[src/rtl/seg_xlat_pkg.sv]
package seg_xlat_pkg;

  // Outcome of one lookup
  typedef enum logic [1:0] {
    CHK_OK      = 2'd0,
    CHK_INVALID = 2'd1,
    CHK_BOUND   = 2'd2
  } chk_e;

  localparam int unsigned DEF_VA_W  = 32;
  localparam int unsigned DEF_PA_W  = 32;
  localparam int unsigned DEF_SEG_W = 3;

endpackage

[src/rtl/seg_table.sv]
module seg_table #(
  parameter int unsigned SEG_W = 3,
  parameter int unsigned PA_W  = 32,
  parameter int unsigned OFF_W = 29
) (
  input  logic             clk_i,
  input  logic             rst_ni,
  input  logic             kernel_i,
  input  logic             wr_en_i,
  input  logic [SEG_W-1:0] wr_idx_i,
  input  logic [PA_W-1:0]  wr_base_i,
  input  logic [OFF_W-1:0] wr_limit_i,
  input  logic             wr_valid_i,
  input  logic [SEG_W-1:0] rd_idx_i,
  output logic [PA_W-1:0]  rd_base_o,
  output logic [OFF_W-1:0] rd_limit_o,
  output logic             rd_valid_o,
  output logic             illegal_wr_o
);
  localparam int unsigned NUM_SEG = 1 << SEG_W;

  logic               wr_ok;
  logic               wr_bad;
  logic [PA_W-1:0]    base_all  [NUM_SEG];
  logic [OFF_W-1:0]   limit_all [NUM_SEG];
  logic [NUM_SEG-1:0] valid_all;
  logic               illegal_q;

  assign wr_ok  = wr_en_i &  kernel_i;
  assign wr_bad = wr_en_i & ~kernel_i;

  for (genvar g = 0; g < NUM_SEG; g++) begin : g_ent
    logic             sel;
    logic [PA_W-1:0]  base_q;
    logic [OFF_W-1:0] limit_q;
    logic             valid_q;

    assign sel = wr_ok && (wr_idx_i == SEG_W'(g));

    always_ff @(posedge clk_i or negedge rst_ni) begin
      if (!rst_ni) begin
        base_q  <= '0;
        limit_q <= '0;
        valid_q <= 1'b0;
      end else if (sel) begin
        base_q  <= wr_base_i;
        limit_q <= wr_limit_i;
        valid_q <= wr_valid_i;
      end
    end

    assign base_all[g]  = base_q;
    assign limit_all[g] = limit_q;
    assign valid_all[g] = valid_q;
  end

  // Reads see the contents before any write on the same edge
  assign rd_base_o  = base_all[rd_idx_i];
  assign rd_limit_o = limit_all[rd_idx_i];
  assign rd_valid_o = valid_all[rd_idx_i];

  always_ff @(posedge clk_i or negedge rst_ni) begin
    if (!rst_ni) illegal_q <= 1'b0;
    else         illegal_q <= wr_bad;
  end

  assign illegal_wr_o = illegal_q;
endmodule

[src/rtl/seg_check.sv]
module seg_check
  import seg_xlat_pkg::*;
#(
  parameter int unsigned VA_W  = 32,
  parameter int unsigned PA_W  = 32,
  parameter int unsigned SEG_W = 3,
  parameter int unsigned OFF_W = VA_W - SEG_W
) (
  input  logic [VA_W-1:0]  vaddr_i,
  input  logic [PA_W-1:0]  base_i,
  input  logic [OFF_W-1:0] limit_i,
  input  logic             valid_i,
  output logic [SEG_W-1:0] seg_idx_o,
  output logic [PA_W-1:0]  paddr_o,
  output chk_e             result_o
);
  logic [OFF_W-1:0] offset;
  logic [PA_W-1:0]  off_ext;

  assign seg_idx_o = vaddr_i[VA_W-1 -: SEG_W];
  assign offset    = vaddr_i[OFF_W-1:0];

  if (PA_W > OFF_W) begin : g_zext
    assign off_ext = {{(PA_W - OFF_W){1'b0}}, offset};
  end else if (PA_W == OFF_W) begin : g_same
    assign off_ext = offset;
  end else begin : g_trunc
    assign off_ext = offset[PA_W-1:0];
  end

  // Bound compare and base add run side by side
  assign paddr_o = base_i + off_ext;

  always_comb begin
    if (!valid_i)             result_o = CHK_INVALID;
    else if (offset > limit_i) result_o = CHK_BOUND;
    else                      result_o = CHK_OK;
  end
endmodule

[src/rtl/seg_rsp_reg.sv]
module seg_rsp_reg
  import seg_xlat_pkg::*;
#(
  parameter int unsigned PA_W = 32
) (
  input  logic            clk_i,
  input  logic            rst_ni,
  input  logic            req_valid_i,
  input  chk_e            result_i,
  input  logic [PA_W-1:0] paddr_i,
  output logic            rsp_valid_o,
  output logic            rsp_err_o,
  output logic [PA_W-1:0] rsp_paddr_o
);
  logic ok;
  assign ok = (result_i == CHK_OK);

  always_ff @(posedge clk_i or negedge rst_ni) begin
    if (!rst_ni) begin
      rsp_valid_o <= 1'b0;
      rsp_err_o   <= 1'b0;
      rsp_paddr_o <= '0;
    end else begin
      rsp_valid_o <= req_valid_i;
      rsp_err_o   <= req_valid_i & ~ok;
      rsp_paddr_o <= (req_valid_i && ok) ? paddr_i : '0;
    end
  end
endmodule

[src/rtl/seg_xlat_top.sv]
module seg_xlat_top
  import seg_xlat_pkg::*;
#(
  parameter int unsigned VA_W  = DEF_VA_W,
  parameter int unsigned PA_W  = DEF_PA_W,
  parameter int unsigned SEG_W = DEF_SEG_W
) (
  input  logic                    clk_i,
  input  logic                    rst_ni,
  input  logic                    kernel_i,
  input  logic                    wr_en_i,
  input  logic [SEG_W-1:0]        wr_idx_i,
  input  logic [PA_W-1:0]         wr_base_i,
  input  logic [VA_W-SEG_W-1:0]   wr_limit_i,
  input  logic                    wr_valid_i,
  input  logic                    req_valid_i,
  input  logic [VA_W-1:0]         req_vaddr_i,
  output logic                    rsp_valid_o,
  output logic                    rsp_err_o,
  output logic [PA_W-1:0]         rsp_paddr_o,
  output logic                    illegal_wr_o
);
  localparam int unsigned OFF_W = VA_W - SEG_W;

  logic [SEG_W-1:0] seg_idx;
  logic [PA_W-1:0]  ent_base;
  logic [OFF_W-1:0] ent_limit;
  logic             ent_valid;
  logic [PA_W-1:0]  sum_paddr;
  chk_e             result;

  seg_table #(.SEG_W(SEG_W), .PA_W(PA_W), .OFF_W(OFF_W)) u_table (
    .clk_i       (clk_i),
    .rst_ni      (rst_ni),
    .kernel_i    (kernel_i),
    .wr_en_i     (wr_en_i),
    .wr_idx_i    (wr_idx_i),
    .wr_base_i   (wr_base_i),
    .wr_limit_i  (wr_limit_i),
    .wr_valid_i  (wr_valid_i),
    .rd_idx_i    (seg_idx),
    .rd_base_o   (ent_base),
    .rd_limit_o  (ent_limit),
    .rd_valid_o  (ent_valid),
    .illegal_wr_o(illegal_wr_o)
  );

  seg_check #(.VA_W(VA_W), .PA_W(PA_W), .SEG_W(SEG_W), .OFF_W(OFF_W)) u_check (
    .vaddr_i  (req_vaddr_i),
    .base_i   (ent_base),
    .limit_i  (ent_limit),
    .valid_i  (ent_valid),
    .seg_idx_o(seg_idx),
    .paddr_o  (sum_paddr),
    .result_o (result)
  );

  seg_rsp_reg #(.PA_W(PA_W)) u_rsp (
    .clk_i      (clk_i),
    .rst_ni     (rst_ni),
    .req_valid_i(req_valid_i),
    .result_i   (result),
    .paddr_i    (sum_paddr),
    .rsp_valid_o(rsp_valid_o),
    .rsp_err_o  (rsp_err_o),
    .rsp_paddr_o(rsp_paddr_o)
  );
endmodule

[config.mk]
export PLATFORM = sky130hd
export DESIGN_NAME = seg_xlat_top
export DESIGN_NICKNAME = d
export VERILOG_FILES = /design/src/rtl/seg_xlat_pkg.sv /design/src/rtl/seg_table.sv /design/src/rtl/seg_check.sv /design/src/rtl/seg_rsp_reg.sv /design/src/rtl/seg_xlat_top.sv
export SDC_FILE = /design/constraint.sdc
export NUM_CORES = 1
export LEC_CHECK = 0
export BUFFER_PORTS_ARGS = -buffer_cell sky130_fd_sc_hd__buf_4
export CORE_MARGIN = 4
export CORE_UTILIZATION = 32
export CTS_BUF_LIST = sky130_fd_sc_hd__clkbuf_2
export DETAILED_ROUTE_END_ITERATION = 16
export GPL_TIMING_DRIVEN = 0
export PLACE_DENSITY = 0.58
export REMOVE_ABC_BUFFERS = 1
export SLEW_MARGIN = 15
export SYNTH_ARGS = -nofsm -noshare
export SYNTH_HDL_FRONTEND = slang
export SYNTH_HIERARCHICAL = 1
export SYNTH_SLANG_ARGS = --single-unit
[constraint.sdc]
create_clock -name clk_i -period 4.05 [get_ports clk_i]
set_clock_uncertainty 0.15 [all_clocks]
set_input_delay 0.2025 -clock clk_i [delete_from_list [all_inputs] [get_ports clk_i]]
set_output_delay 0.2025 -clock clk_i [all_outputs]
set_load 0.05 [all_outputs]
* Yosys cells after proc, flatten, opt, wreduce, memory -nomap -nowiden
Index checks and enable logic that the tools add are counted.
Word-level totals: bits in registers 531, logic and storage cells 67
Operators by class: bitwise logic cells 6, order comparisons 3, $add $sub $neg 1, muxes and demuxes 11, equal/unequal tests 7, reduce and logical (&&, ||, !) cells 11
Operator list (number):
- binary-select mux 32 bit (select 3 bit) | 1
- 2-to-1 mux 32 bit | 3
- binary-select mux 29 bit (select 3 bit) | 1
- 2-to-1 mux 29 bit | 2
- adder 32 x 29 -> 32 bit | 1
- > comparator 29 bit | 1
- == test 3 bit, second input constant | 4
- logical AND 1 bit | 9
- == test 3 x 2 -> 1 bit, second input constant | 2
- >= comparator 4 bit, second input constant | 1
- less-than comparator 3 x 4 -> 1 bit, second input constant | 1
- 2-to-1 mux 2 bit | 2
- inverter 3 -> 4 bit | 1
- bitwise AND 1 bit | 3
- binary-select mux 1 bit (select 3 bit) | 1
- == test 3 x 1 -> 1 bit, second input constant | 1
- zero test 3 bit | 1
- zero test 2 bit | 1
- inverter 1 bit | 2
- 2-to-1 mux 1 bit | 1

* Logic depth before layout (Yosys ltp)
depth after elaboration 10, depth in mapped cells 17

* Hierarchy
Netlist, hierarchy kept.
Modules (own cells, without submodules):
- seg_table | cells an instance 1278, times used 1, area an instance 22028.6 um2
- seg_check | cells an instance 343, times used 1, area an instance 2452.4 um2
- seg_rsp_reg | cells an instance 76, times used 1, area an instance 1270.0 um2

* Worst setup path after synthesis
No wires, ideal clock.
path type input to register, start point input port req_vaddr_i[29], end point register u_rsp.rsp_paddr_o[28], library setup time 100 ps, cell stages on the path 16, slack -98 ps, required time 3800 ps, data arrival time 3898 ps, cells stage by stage buf_4 -> clkbuf_1 -> buf_6 -> buf_6 -> mux4_2 -> mux2_2 -> ha_1 -> fa_1 -> a21o_1 -> a221oi_2 -> o211a_4 -> o21ai_4 -> and4_2 -> or3_1 -> xor2_1 -> nor4bb_1
On the way: elaborated cells between the ends (all ways) 16, those cells by class 1 x add/sub; 1 x order compare; 11 x mux; 1 x bitwise; 2 x reduce/logical
RTL lines:
- start, declared | RTL line seg_xlat_top.sv:17 | input logic [VA_W-1:0] req_vaddr_i,
- inverter 3 -> 4 bit (implied by the code) | RTL line seg_table.sv:58 | assign rd_base_o = base_all[rd_idx_i];
- binary-select mux 32 bit (select 3 bit) | RTL line seg_table.sv:58
- 2-to-1 mux 32 bit (implied by the code) (2 in a row) | RTL line seg_table.sv:58
- net ent_base[0] | RTL line seg_xlat_top.sv:26 | logic [PA_W-1:0] ent_base;
- adder 32 x 29 -> 32 bit | RTL line seg_check.sv:32 | assign paddr_o = base_i + off_ext;
- net sum_paddr[28] | RTL line seg_xlat_top.sv:29 | logic [PA_W-1:0] sum_paddr;
- 2-to-1 mux 32 bit | RTL line seg_rsp_reg.sv:26 | rsp_paddr_o <= (req_valid_i && ok) ? paddr_i : '0;
- end signal, assigned | RTL line seg_rsp_reg.sv:26
- end, declared | RTL line seg_rsp_reg.sv:13 | output logic [PA_W-1:0] rsp_paddr_o
The timed path passes the listed nets, and every way through them passes these cells. The select of a mux whose other input is x is not followed. A chain may end at the register's enable or synchronous reset.

* Worst setup path in the final report
start point register u_table.g_ent[7].base_q[0], end point register u_rsp.rsp_paddr_o[28]
On the way: word-level cells in the longest chain between the ends 5
Ends and longest elaborated chain:
- start, declared | RTL line seg_table.sv:34 | logic [PA_W-1:0] base_q;
- start signal, assigned | RTL line seg_table.sv:46 | base_q <= wr_base_i;
- binary-select mux 32 bit (select 3 bit) | RTL line seg_table.sv:58
- 2-to-1 mux 32 bit (implied by the code) (2 in a row) | RTL line seg_table.sv:58
- net ent_base[0] | RTL line seg_xlat_top.sv:26
- adder 32 x 29 -> 32 bit | RTL line seg_check.sv:32
- net sum_paddr[28] | RTL line seg_xlat_top.sv:29
- 2-to-1 mux 32 bit | RTL line seg_rsp_reg.sv:26
The timed path passes the listed nets, and every way through them passes these cells. The select of a mux whose other input is x is not followed.

==> impl_metrics.toml <==
[status]
status = "finished, final reports clean"

[finish]
drive_above_1_share_pct = 46.9
fin_cells = 3338
area_delta_synth_final_pct = 26.9
final_common_cell = "dfrtp_1"
nNetsFinal = 2330
layout_common_cells = "531 x dfrtp_1, 477 x mux2_2, 248 x dlygate4sd3_1"

[place]
hpwl_mm = 46.3
port_buffers = 136
place_inst = 2816
gp_congestion = 0.784

[global_routing]
grt_max_degree = 109
gr-usage-met3_pct = 3.89
grt_pass1_vias = 18714
grt_overflow = 0
use_met1_pct = 22.9
grtUsageMet2_pct = 26.1
grt.total_usage_pct = 16.7
grt_pass1_wl_mm = 110
antenna_found_initial = 8
grt.busiest_layer = "met2"

[drt]
drt_iter0_markers = 855
wl_mm = 70.0
drc_errors = 0
via_per_inst = 4.98
wl_per_cell_um = 21.0
drtAntennaViolNets = 0
num_vias = 16639
first_pass_iters = 4

[yosys]
synthAdderAreaFrac_pct = 2.90
yosys.area.top_type = "dfrtp_1"
synth_xor_area_share_pct = 0.884
synth.area.mux_share_pct = 35.3
syn_area_per_cell_um2 = 15.2
synth_top_area_share_pct = 51.6
ys.flop_type = "dfrtp_1"
synth_area_mm2 = 0.0258
synth_top_family_by_area = "multiplexers"
synth.ff_latch_count = 531
synthSimpleGateAreaFrac_pct = 3.52
synth_warnings = 6
yosysSeqAreaShare_pct = 51.6
ys_types = 60
syn-instance-count = 1697
synth.area.top_cells = "dfrtp_1 52%, mux2_2 21%, mux4_2 11%, mux2_1 3.5%, ha_1 2.8%"
synth-edff-count = 0
synth-compound-area-share_pct = 3.10
async_flop_share_pct = 100

[worst_setup_path]
critPathKind = "flop to flop"
cp_max_fo = 3
r2r_start = "u_table/g_ent[7].base_q[0]$_DFFE_PN0P_"
cp_slowest_stage_delay_ps = 470
crit_chain = "mux4_2, mux2_2, ha_1, fa_2, a21o_1, a221oi_4, buf_4, o211a_4, o21ai_4, and4_2, or3_1, xor2_1, nor4bb_2"
start_kind = "flop"
rrSetupSlack_ps = 90
crit_arrival_ps = 4950
cp-startpoint = "u_table/g_ent[7].base_q[0]$_DFFE_PN0P_"
cp.required_ps = 5040
crit_path_top_delay_cell = "mux4_2"
r2r_end = "u_rsp/rsp_paddr_o[28]$_DFF_PN0_"
ff2ff_path_depth = 13
end_kind = "flop"

[clocking]
cts_tree = "yes"
cts_made_buffers = 144
clk_latency_ps = 1350
cts.sinks = 531
cts-root-buf = "clkbuf_2"
path_clk_slew_ps = 90
cts_max_level = 4
clockBufferDepth = 3

[pwr]
p_sw_share_pct = 31.7
leakagePower_nw = 14.3
comb_power_share_pct = 30.9
peakVddDrop_v = 0.000278
powerDensity_mw_per_mm2 = 482
internal_power_w = 0.0108
clock_power_share_pct = 24.1
pwr-share-seq_pct = 45.0
p_sw_w = 0.00499
p_total_w = 0.0157

[sta]
fmax_mhz = 253
hold_viol = 0
min_period_ps = 3960
post-route-period-util_pct = 97.7
timing.hold.ws_ps = 159
slew_viol_final = 0
rsz0062_at_grt = "yes"
worst_pin_slew_ps = 1170
slew_headroom_pct = 21.5
setup_viol = 0

[floorplanning]
start_util_pct = 32.4
die-area_mm2 = 0.0851
die_y_um = 292
core-area_mm2 = 0.0794
io_pins = 137
die_x_um = 292
num_rows = 103

[min_path]
min_from = "wr_idx_i[0]"
hold_path_depth = 4
min_path_type = "primary input to flop"
min_to = "u_table/g_ent[4].limit_q[17]$_DFFE_PN0P_"

[flow_run]
maxCapViolCount = 0
-- through the flow --
stage	setup WS, ps	TNS [ps]	instance area (µm²)	utilization [%]
after floorplan	99.0	0	25200	-
after global placement	-3890	-2944620	27500	34.7
after detailed placement	-1220	-26800	28600	36.0
after CTS	40.3	0	32500	41.0
after global routing	-63.5	-323	32700	41.1
final	92.4	0	32700	41.2
-- power by group through the flow --
stage	registers [W]	clock network, W	logic (W)
3_3_place_gp	0.00710	0	0.00415
5_1_grt	0.00723	0.00428	0.00528
4_1_cts	0.00709	0.00399	0.00479
6_report	0.00709	0.00379	0.00486
3_5_place_dp	0.00721	0	0.00432
2_1_floorplan	0.00721	0	0.00285
-- worst max-delay path by stage --
stage | endpoint | depth (start not counted)
after detailed placement | u_rsp/rsp_paddr_o[19]$_DFF_PN0_ | 14
final | u_rsp/rsp_paddr_o[28]$_DFF_PN0_ | 13
after floorplan | u_rsp/rsp_paddr_o[31]$_DFF_PN0_ | 9
after global routing | u_rsp/rsp_paddr_o[12]$_DFF_PN0_ | 12
after CTS | u_rsp/rsp_paddr_o[24]$_DFF_PN0_ | 12
after global placement | u_rsp/rsp_paddr_o[18]$_DFF_PN0_ | 12
-- critical path, delay by kind of cell, from the launching register on --
kind / cells / cell delay [ps]
AO/OA/AOI/OAI: 4 / 880
AND/OR/NAND/NOR: 3 / 730
flip-flops: 1 / 390
adder cells (fa/ha/maj): 2 / 580
multiplexers: 2 / 750
XOR/XNOR: 1 / 140
buffers and inverters: 1 / 180
-- logic make-up after synthesis --
family	after synthesis
mux	684
simple gates	143
buf+inv	138
fa+ha+maj	59
xor+xnor	26
compound gates	116
flops	531
-- state kept, by name (all words and copies together) (netlist names) --
name,cells
u_rsp/rsp_err_o,1
u_rsp/rsp_paddr_o,32
u_rsp/rsp_valid_o,1
u_table/g_ent.base_q,256
u_table/g_ent.limit_q,232
u_table/g_ent.valid_q,8
u_table/illegal_wr_o,1
-- Yosys cell counts, types with 4 or more instances --
| cell type | number |
|---|---|
| dfrtp_1 | 531 |
| mux2_2 | 477 |
| mux4_2 | 124 |
| mux2_1 | 81 |
| buf_2 | 67 |
| ha_1 | 58 |
| a21oi_1 | 38 |
| inv_1 | 35 |
| nand2_1 | 29 |
| nor2_1 | 26 |
| nor4bb_1 | 24 |
| a21o_1 | 22 |
| o21ai_0 | 18 |
| xnor2_1 | 16 |
| clkbuf_1 | 15 |
| nand4_1 | 12 |
| xor2_1 | 10 |
| buf_4 | 9 |
| or3_1 | 9 |
| nand3_1 | 8 |
| buf_6 | 7 |
| nor3_1 | 7 |
| buf_1 | 5 |
| nand2b_1 | 5 |
| nor2b_1 | 5 |
| nor4bb_2 | 5 |
| o21a_1 | 4 |
| o21bai_1 | 4 |
-- routing by layer --
metal / wire length, µm / vias up / share of wire, %
met4: 1410 / 2 / 2.0
li1: - / 7420 / -
met1: 32600 / 8767 / 47
met2: 33000 / 345 / 47
met5: 13 / - / 0.019
met3: 2980 / 105 / 4.3
-- cell type report --
class	instances	area, µm²
multi-input combinational	1028	12000
fill	7410	46700
timing repair buffer	429	4600
clock buffer	218	1090
inverter	35	131
sequential	531	13300
antenna	13	32.5
tap	1050	1310
clock inverter	34	193
-- what timing repair did --
action                                   CTS  global route
endpoints found under the setup margin    16            19
resized for setup                         18            13
endpoints found under the hold margin   1062             0
setup buffers                              0             6
hold buffers                             251             0
pin swaps                                  5             4
(Power assumes the default switching activity.)
